<file path="src/rtl/gpio_port_pkg.sv">
package gpio_port_pkg;
  localparam int unsigned REG_ADDR_W = 3;

  typedef enum logic [REG_ADDR_W-1:0] {
    RA_DIR   = 3'd0,
    RA_OUT   = 3'd1,
    RA_PIN   = 3'd2,
    RA_MASK  = 3'd3,
    RA_MPORT = 3'd4,
    RA_SET   = 3'd5,
    RA_CLR   = 3'd6,
    RA_NONE  = 3'd7
  } reg_addr_e;
endpackage

</file>
<file path="src/rtl/gpio_port_rst_sync.sv">
module gpio_port_rst_sync #(
  parameter int unsigned STAGES = 2
) (
  input  logic clk,
  input  logic rst_n,
  output logic rst_n_sync
);
  logic [STAGES-1:0] chain_q;
  logic [STAGES-1:0] chain_d;

  always_comb begin
    chain_d = {chain_q[STAGES-2:0], 1'b1};
  end

  always_ff @(posedge clk or negedge rst_n) begin
    if (!rst_n) chain_q <= '0;
    else        chain_q <= chain_d;
  end

  assign rst_n_sync = chain_q[STAGES-1];
endmodule

</file>
<file path="src/rtl/gpio_port_sync.sv">
module gpio_port_sync #(
  parameter int unsigned WIDTH  = 32,
  parameter int unsigned STAGES = 2
) (
  input  logic             clk,
  input  logic             rst_n,
  input  logic [WIDTH-1:0] din,
  output logic [WIDTH-1:0] dout
);
  logic [STAGES-1:0][WIDTH-1:0] stage_q;

  for (genvar s = 0; s < STAGES; s++) begin : g_stage
    logic [WIDTH-1:0] stage_d;
    if (s == 0) begin : g_first
      assign stage_d = din;
    end else begin : g_next
      assign stage_d = stage_q[s-1];
    end
    always_ff @(posedge clk or negedge rst_n) begin
      if (!rst_n) stage_q[s] <= '0;
      else        stage_q[s] <= stage_d;
    end
  end

  assign dout = stage_q[STAGES-1];
endmodule

</file>
<file path="src/rtl/gpio_port_regs.sv">
module gpio_port_regs
  import gpio_port_pkg::*;
#(
  parameter int unsigned WIDTH = 32
) (
  input  logic                  clk,
  input  logic                  rst_n,
  input  logic                  wr_en,
  input  logic [REG_ADDR_W-1:0] addr,
  input  logic [WIDTH-1:0]      wdata,
  output logic [WIDTH-1:0]      dir_q,
  output logic [WIDTH-1:0]      out_q,
  output logic [WIDTH-1:0]      mask_q
);
  reg_addr_e        sel_a;
  logic             dir_en, out_en, mask_en;
  logic [WIDTH-1:0] dir_d, out_d, mask_d;

  assign sel_a = reg_addr_e'(addr);

  always_comb begin
    dir_en  = wr_en && (sel_a == RA_DIR);
    mask_en = wr_en && (sel_a == RA_MASK);
    out_en  = 1'b0;
    dir_d   = wdata;
    mask_d  = wdata;
    out_d   = out_q;
    if (wr_en) begin
      unique case (sel_a)
        RA_OUT:   begin out_en = 1'b1; out_d = wdata;                             end
        RA_SET:   begin out_en = 1'b1; out_d = out_q | wdata;                     end
        RA_CLR:   begin out_en = 1'b1; out_d = out_q & ~wdata;                    end
        RA_MPORT: begin out_en = 1'b1; out_d = (out_q & mask_q) | (wdata & ~mask_q); end
        default:  begin out_en = 1'b0; out_d = out_q;                             end
      endcase
    end
  end

  always_ff @(posedge clk or negedge rst_n) begin
    if (!rst_n) begin
      dir_q  <= '0;
      out_q  <= '0;
      mask_q <= '0;
    end else begin
      if (dir_en)  dir_q  <= dir_d;
      if (out_en)  out_q  <= out_d;
      if (mask_en) mask_q <= mask_d;
    end
  end

  AST_WHOLE_LOAD: assert property (@(posedge clk) disable iff (!rst_n)
    (wr_en && sel_a == RA_OUT) |=> out_q == $past(wdata));
  AST_SET_BITS: assert property (@(posedge clk) disable iff (!rst_n)
    (wr_en && sel_a == RA_SET) |=> ((out_q & $past(wdata)) == $past(wdata))
      && ((out_q ^ $past(out_q)) & ~$past(wdata)) == '0);
  AST_CLR_BITS: assert property (@(posedge clk) disable iff (!rst_n)
    (wr_en && sel_a == RA_CLR) |=> ((out_q & $past(wdata)) == '0)
      && ((out_q ^ $past(out_q)) & ~$past(wdata)) == '0);
  AST_MASK_KEEP: assert property (@(posedge clk) disable iff (!rst_n)
    (wr_en && sel_a == RA_MPORT) |=> (((out_q ^ $past(out_q)) & $past(mask_q)) == '0)
      && (((out_q ^ $past(wdata)) & ~$past(mask_q)) == '0));
  AST_NO_STRAY_WRITE: assert property (@(posedge clk) disable iff (!rst_n)
    (wr_en && (sel_a == RA_PIN || sel_a == RA_NONE))
      |=> $stable(out_q) && $stable(dir_q) && $stable(mask_q));
endmodule

</file>
<file path="src/rtl/gpio_port_rdmux.sv">
module gpio_port_rdmux
  import gpio_port_pkg::*;
#(
  parameter int unsigned WIDTH = 32
) (
  input  logic [REG_ADDR_W-1:0] addr,
  input  logic [WIDTH-1:0]      dir_q,
  input  logic [WIDTH-1:0]      out_q,
  input  logic [WIDTH-1:0]      mask_q,
  input  logic [WIDTH-1:0]      pin_s,
  output logic [WIDTH-1:0]      rdata
);
  always_comb begin
    unique case (reg_addr_e'(addr))
      RA_DIR:                 rdata = dir_q;
      RA_OUT, RA_SET, RA_CLR: rdata = out_q;
      RA_PIN:                 rdata = pin_s;
      RA_MASK:                rdata = mask_q;
      RA_MPORT:               rdata = pin_s & ~mask_q;
      default:                rdata = '0;
    endcase
  end
endmodule

</file>
<file path="src/rtl/gpio_mask_port.sv">
module gpio_mask_port
  import gpio_port_pkg::*;
#(
  parameter int unsigned WIDTH       = 32,
  parameter int unsigned SYNC_STAGES = 2
) (
  input  logic                  clk,
  input  logic                  rst_n,
  input  logic                  bus_sel,
  input  logic                  bus_wr,
  input  logic [REG_ADDR_W-1:0] bus_addr,
  input  logic [WIDTH-1:0]      bus_wdata,
  output logic [WIDTH-1:0]      bus_rdata,
  input  logic [WIDTH-1:0]      pin_in,
  output logic [WIDTH-1:0]      pin_out,
  output logic [WIDTH-1:0]      pin_oe
);
  logic             rst_n_s;
  logic             wr_en;
  logic [WIDTH-1:0] dir_q, out_q, mask_q, pin_s;

  assign wr_en = bus_sel && bus_wr;

  gpio_port_rst_sync #(.STAGES(2)) u_rst (
    .clk(clk), .rst_n(rst_n), .rst_n_sync(rst_n_s)
  );

  gpio_port_sync #(.WIDTH(WIDTH), .STAGES(SYNC_STAGES)) u_sync (
    .clk(clk), .rst_n(rst_n_s), .din(pin_in), .dout(pin_s)
  );

  gpio_port_regs #(.WIDTH(WIDTH)) u_regs (
    .clk(clk), .rst_n(rst_n_s), .wr_en(wr_en), .addr(bus_addr),
    .wdata(bus_wdata), .dir_q(dir_q), .out_q(out_q), .mask_q(mask_q)
  );

  gpio_port_rdmux #(.WIDTH(WIDTH)) u_rd (
    .addr(bus_addr), .dir_q(dir_q), .out_q(out_q), .mask_q(mask_q),
    .pin_s(pin_s), .rdata(bus_rdata)
  );

  assign pin_oe  = dir_q;
  assign pin_out = out_q & dir_q;

  AST_IDLE_IN_RESET: assert property (@(posedge clk)
    !rst_n_s |-> (pin_oe == '0) && (pin_out == '0));
  AST_NO_DRIVE_INPUT: assert property (@(posedge clk) disable iff (!rst_n_s)
    (pin_out & ~pin_oe) == '0);
endmodule

</file>
<file path="config.mk">
export PLATFORM = sky130hd
export DESIGN_NAME = gpio_mask_port
export DESIGN_NICKNAME = d
export VERILOG_FILES = /design/src/rtl/gpio_port_pkg.sv /design/src/rtl/gpio_port_rst_sync.sv /design/src/rtl/gpio_port_sync.sv /design/src/rtl/gpio_port_regs.sv /design/src/rtl/gpio_port_rdmux.sv /design/src/rtl/gpio_mask_port.sv
export SDC_FILE = /design/constraint.sdc
export NUM_CORES = 1
export LEC_CHECK = 0
export ABC_AREA = 1
export ABC_CLOCK_PERIOD_IN_PS = 5400
export BUFFER_PORTS_ARGS = -buffer_cell sky130_fd_sc_hd__buf_2
export CORE_MARGIN = 5
export CORE_UTILIZATION = 50
export CTS_CLUSTER_DIAMETER = 50
export CTS_CLUSTER_SIZE = 24
export DETAILED_ROUTE_END_ITERATION = 7
export HOLD_SLACK_MARGIN = 0.15
export PLACE_DENSITY = 0.77
export SYNTH_ARGS = -nofsm -noshare
export SYNTH_HDL_FRONTEND = slang
export SYNTH_SLANG_ARGS = --single-unit
</file>
<file path="constraint.sdc">
create_clock -name clk -period 5.4 [get_ports clk]
set_clock_uncertainty 0.2 [all_clocks]
set_input_delay 0.27 -clock clk [delete_from_list [all_inputs] [get_ports clk]]
set_output_delay 0.27 -clock clk [all_outputs]
set_load 0.01 [all_outputs]
</file>
==> impl_metrics.tcl, run 1 <==
set metrics [dict create \
    hp-class "reg2reg" \
    crit_family "buffers and inverters" \
    status "complete, no violations" \
    ys_warn_count 0 \
    syn-cell-area_sq_um 7950 \
    r2r_slack_ns 3.45 \
    drc 0 \
    critPathMaxFanout 38 \
    cts.reportedPaths.clkPinSlew_ns 0.06 \
    path_class "in2out" \
    path_cells "buf_2 > inv_2 > nand3_1 > nand2_1 > buf_4 > nand2_1 > nand4_1 > buf_2" \
    syn2layout_area_growth_pct 27.9 \
    synth-seq-area-share_pct 51.0 \
    drt_iter0_drc 714 \
    fillCellCount 1317 \
    synthTopCellsByArea "dfrtp_1 51%, nand2_1 19%, nand3_1 8.1%" \
    num_vias 7966 \
    final_hold_viol_count 0 \
    synth_top_area_share_pct 51.0 \
    critPathArrivalTime_ns 2.86 \
    rsz0062_at_grt "false" \
    routed_wl_um 24000 \
    gp_congestion 0.820 \
    ys_ff_latch 162 \
    layout_commonest_cell "nand2_1" \
    r2r-start "u_rst.chain_q[1]$_DFF_PN0_" \
    critPathMaxStageDelay_ns 0.63 \
    grt_use_total_pct 26.4 \
    design_area_sq_um 10200 \
    cts.sinks 162 \
    cts_root_buf "clkbuf_16" \
    holdCritStartpoint "u_sync.g_stage[1].stage_d[11]$_DFF_PN0_" \
    die_h_um 136 \
    start_util_pct 50.6 \
    wire_per_inst_um 16.2 \
    finalNetCount 1320 \
    critPathRequiredTime_ns 4.93 \
    antenna_found_initial 0 \
    whs_ns 0.148 \
    fmax_mhz 301 \
    min_period_ns 3.33 \
    layout-drive-gt1-share_pct 17.0 \
    start_kind "primary input" \
    final_cell_mix "393 x nand2_1, 165 x buf_2, 161 x dfrtp_1" \
    slew_viol_final 0 \
    total_power_mw 3.58 \
    min_period_over_period_pct 61.6 \
    holdPathStages 0 \
    design.core.area_sq_um 15700 \
    p_leak_nw 5.37 \
    syn_area_per_cell_sq_um 7.54 \
    ir_drop_mv 0.233 \
    critPathBufInv 4 \
    io_pins 167 \
    clockBufferDepth 2 \
    vias_per_cell 5.39 \
    critPathSlowestCell "buf_2" \
    syn_inst 1054 \
    die_x_um 136 \
    row_count 46 \
    cts_buffers 17 \
    p_per_area_nw_per_um2 352 \
    crit_start "bus_addr[0]" \
    setup_viol 0 \
    tightest_slew_ns 1.21 \
    grt_pass1_vias 7866 \
    grt_remaining_overflow 0 \
    dp_hpwl_um 14000 \
    dieArea_sq_um 18500 \
    synth_fp_nets 1125 \
    clk_latency_ns 0.43 \
    portBuffers 166 \
    cts_tree "done" \
    ys_types 19 \
    cts_max_level 4 \
    postCtsSetupRepairBufs 0 \
    grt_pass1_wl_um 38800 \
    hold-path-endpoint "u_sync.dout[11]$_DFF_PN0_" \
    grt_start_max_net_pins 105 \
    ff2ff_path_depth 1 \
    dpl_cell_area_sq_um 8840 \
    r2r-end "u_sync.g_stage[1].stage_d[23]$_DFF_PN0_" \
    relSlewSlack_pct 18.8 \
    maxCapViolations 0 \
    firstDrtPassIters 5 \
    cp-end-kind "primary output" \
    setup_tns_ns 0 \
    synth_top_area_cell "dfrtp_1" \
    postRouteAntennaNets 0 \
]
## how the worst max path moves through the flow
stage                                   end  slack, ns  cells past startpoint
2_1_floorplan   u_regs.dir_q[0]$_DFFE_PN0P_       0.35                      0
3_3_place_gp   u_regs.dir_q[23]$_DFFE_PN0P_       1.97                      6
3_5_place_dp    u_regs.dir_q[9]$_DFFE_PN0P_       1.88                      6
4_1_cts                       bus_rdata[30]       2.12                      8
5_1_grt                       bus_rdata[30]       1.84                      8
6_report                      bus_rdata[30]       2.07                      8
## cell type report
| class | count | area (sq um) | share of cell area (%) |
|---|---|---|---|
| repair buffers | 246 | 1610 | 15.9 |
| diodes | 1 | 2.50 | 0.0246 |
| multi-input cells | 722 | 3230 | 31.8 |
| well taps | 216 | 270 | 2.66 |
| clock buffers | 23 | 488 | 4.80 |
| clock inverters | 8 | 126 | 1.24 |
| inverters | 100 | 375 | 3.69 |
| flip-flops and latches | 162 | 4060 | 39.9 |
## report_power, final
part	leakage, nW	internal [mW]	switching (mW)
clock network	0.291	0.773	0.477
registers	1.97	1.40	0.232
logic	3.11	0.287	0.402
## synthesized netlist by cell type
cell type    n
o21ai_0     68
conb_1       1
nor2_1       3
clkinv_1     1
nor2_4       1
clkbuf_1    29
buf_1        8
inv_2        2
inv_1       97
buf_4        2
nand2_2      3
nand3_1    129
clkbuf_2     1
nand4_1     67
o21ai_1     55
nand2_1    394
nor2_2       1
dfrtp_1    162
buf_2       30
## repair_timing
item	in CTS	in global routing
endpoints found under the hold margin	135	0
resized for setup	0	0
hold buffers	71	0
## state kept, by name, indices dropped and copies added, names as in the netlist
register / flops
u_regs.out_q: 32
u_regs.mask_q: 32
u_rst.chain_q: 2
u_regs.dir_q: 32
u_sync.g_stage.stage_d: 32
u_sync.dout: 32
## layer usage
layer  global-route usage (%)  up-vias  share of wire [%]
li1                         -     3808                  -
met1                     34.6     3678                 41
met3                     5.37       56                8.2
met4                     11.0        0                2.9
met5                        0        -                  0
met2                     43.1      424                 48
## logic make-up after synthesis
logic type / synth area share (%)
AO/OA/AOI/OAI: 7.74
AND/OR/NAND/NOR: 32.6
other: 0.0472
buffers and inverters: 8.61
flip-flops: 51.0
## stage by stage
step	cells	setup slack, ns	utilization [%]
floorplan	1054	0.352	-
detailed placement	1375	1.88	56.2
global placement	1375	1.97	56.2
finish	1478	2.07	64.7
global route	1477	1.84	64.7
CTS	1477	2.12	64.7
Power figures use the tool's default switching activity.
==> run 2: changes to the inputs <==
Settings changed: ABC_AREA 1 to 0, ABC_CLOCK_PERIOD_IN_PS 5400 to 2800, CORE_UTILIZATION 50 to 49, PLACE_DENSITY 0.77 to 0.76.
Clock period 5.4 ns to 2.8 ns, I/O delays scaled along.
==> run 2 against run 1 <==
Effect of this change: area after synthesis shrank 4.8%; final cell count shrank 26%; sequential power grew 90%; die area shrank 2.6%; via count shrank 16%; sequential cell count is the same; clock-buffer cell count shrank 6; clock power grew 100%; first-iteration DRC count shrank 21%; utilization grew 2.3 points; global-route usage shrank 0.58 points; largest cell class unchanged; largest power group unchanged.
==> impl_metrics.tcl, run 2 <==
set metrics [dict create \
    status "complete, no violations" \
    ys.flop_type "dfrtp_1" \
    start_kind "primary input" \
    dp_hpwl_um 14200 \
    ys_top_cells_by_count "162 x dfrtp_1, 70 x o21ai_0, 61 x mux2_2" \
    grt_pass1_wl_um 37000 \
    synth_top_area_share_pct 53.6 \
    maxCapViolations 0 \
    fillCellCount 1123 \
    ys_ff_latch 162 \
    min_period_over_period_pct 84.4 \
    synth_edf_count 0 \
    fmax_mhz 423 \
    drt_iter0_drc 566 \
    clockBufferDepth 2 \
    final_cell_mix "165 x buf_2, 161 x dfrtp_1, 95 x dlygate4sd3_1" \
    drc 0 \
    synthTopCellsByArea "dfrtp_1 54%, mux2_2 9.1%, a221oi_1 6.5%" \
    critPathRequiredTime_ns 2.46 \
    num_vias 6700 \
    hp-class "reg2reg" \
    dieArea_sq_um 18000 \
    gp_congestion 0.840 \
    setup_viol 0 \
    synth-seq-area-share_pct 53.6 \
    whs_ns 0.149 \
    routed_wl_um 22900 \
    design.core.area_sq_um 15200 \
    cts.reportedPaths.clkPinSlew_ns 0.06 \
    die_x_um 134 \
    cts.sinks 162 \
    clkPwrFrac_pct 35.4 \
    p_sw_mw 2.10 \
    cts_root_buf "clkbuf_16" \
    firstDrtPassIters 5 \
    antenna_found_initial 0 \
    vias_per_cell 6.15 \
    final_hold_viol_count 0 \
    syn_inst 638 \
    layout_commonest_cell "buf_2" \
    ys_warn_count 0 \
    row_count 45 \
    portBuffers 166 \
    grt_pass1_vias 6935 \
    grt_remaining_overflow 0 \
    power.internal_mw 4.97 \
    layout-drive-gt1-share_pct 32.7 \
    swShare_pct 29.7 \
    slew_viol_final 0 \
    seqPwrFrac_pct 44.0 \
    die_h_um 134 \
    io_pins 167 \
    syn2layout_area_growth_pct 34.5 \
    cts_buffers 17 \
    grt_use_total_pct 25.9 \
    path_class "in2out" \
    r2r_slack_ns 1.48 \
    grt_start_max_net_pins 70 \
    critPathMaxFanout 21 \
    ys_types 36 \
    yosysMostFrequentCell "dfrtp_1" \
    n_antenna_cell 0 \
    relSlewSlack_pct 40.6 \
    start_util_pct 49.8 \
    comb_power_share_pct 20.7 \
    clk_latency_ns 0.43 \
    setup_tns_ns 0 \
    p_per_area_nw_per_um2 694 \
    synth_top_area_cell "dfrtp_1" \
    syn_area_per_cell_sq_um 11.9 \
    tightest_slew_ns 0.889 \
    cts_tree "done" \
    p_leak_nw 4.55 \
    syn-cell-area_sq_um 7570 \
    critPathArrivalTime_ns 2.02 \
    finalNetCount 959 \
    rsz0062_at_grt "false" \
    async_flop_share_pct 100 \
    wire_per_inst_um 21.0 \
    postRouteAntennaNets 0 \
    cts_max_level 4 \
    min_period_ns 2.36 \
    synth_fp_nets 709 \
    ir_drop_mv 0.449 \
    cp-end-kind "primary output" \
]
-- run 2: cell count changes after synthesis, moves of 35 or more --
cell      delta
nand3_1    -121
nand4_1     -67
nand2_1    -383
o21ai_1     -35
mux2_2      +61
and2_1      +44
inv_1       -77
a221oi_1    +56
-- run 2: per-layer routing --
metal  GRT usage, %  routed length [um]  up-vias
li1               -                   -     2948
met1           32.0                9030     3368
met2           43.4               11500      335
met3           6.75                1760       49
met4           10.1                 578        0
met5              0                   0        -
-- run 2: power by group through the flow --
stage | clock (mW) | combinational [mW] | sequential, mW
floorplan | 0 | 0.764 | 3.10
global placement | 0 | 1.29 | 3.12
detailed placement | 0 | 1.33 | 3.14
CTS | 2.53 | 1.46 | 3.09
global route | 2.64 | 1.58 | 3.16
finish | 2.50 | 1.46 | 3.11
-- run 2: area by class of cell --
class	instances	area, sq um	area share, %
timing repair buffer	285	2000	19.7
sequential	162	4060	39.9
clock inverter	15	204	2.00
multi-input combinational	401	3170	31.2
clock buffer	17	425	4.18
inverter	21	78.8	0.775
tap	188	235	2.31
-- run 2: worst paths after layout --
kind,startpoint,endpoint,cells after the start
worst max-delay path,bus_addr[2],bus_rdata[21],6
worst min-delay path,u_sync.g_stage[1].stage_d[24]$_DFF_PN0_,u_sync.dout[24]$_DFF_PN0_,0
worst max register to register,u_regs.mask_q[3]$_DFFE_PN0P_,u_regs.out_q[3]$_DFFE_PN0P_,3
worst min register to register,u_sync.g_stage[1].stage_d[24]$_DFF_PN0_,u_sync.dout[24]$_DFF_PN0_,0
max in group asynchronous,u_rst.chain_q[1]$_DFF_PN0_,u_regs.mask_q[0]$_DFFE_PN0P_,1
min in group asynchronous,u_rst.chain_q[1]$_DFF_PN0_,u_regs.mask_q[2]$_DFFE_PN0P_,1
-- run 2: logic make-up (layout without fill, tap and decap cells) --
kind of cell    after synthesis  in the layout  share of synthesized area (%)
compound gates              228            228                           22.0
buf+inv                      75            338                           4.83
mux                          85             85                           12.3
other cells                   1              1                         0.0495
flops                       162            162                           53.6
simple gates                 87             87                           7.24
-- run 2: critical path, stage by stage --
cell and delay (ns):
buf_2 0.43, and2_2 0.59, buf_4 0.31, a221oi_1 0.11, o2bb2ai_1 0.26, buf_2 0.18
-- run 2: what timing repair did --
| item | CTS | global route |
|---|---|---|
| buffers inserted | 0 | 0 |
| endpoints found under the hold margin | 167 | 0 |
| gates resized for setup | 0 | 0 |
| hold buffers | 96 | 0 |
-- run 2: through the flow --
step	setup slack, ns	util, %	instances	power, mW	area (sq um)
final	0.436	66.9	1089	7.07	10200
after global routing	0.322	66.9	1089	7.39	10200
after CTS	0.481	66.9	1089	7.08	10200
after detailed placement	0.465	56.4	961	4.48	8580
after global placement	0.556	56.4	961	4.40	8580
after floorplan	0.918	-	638	3.86	7570
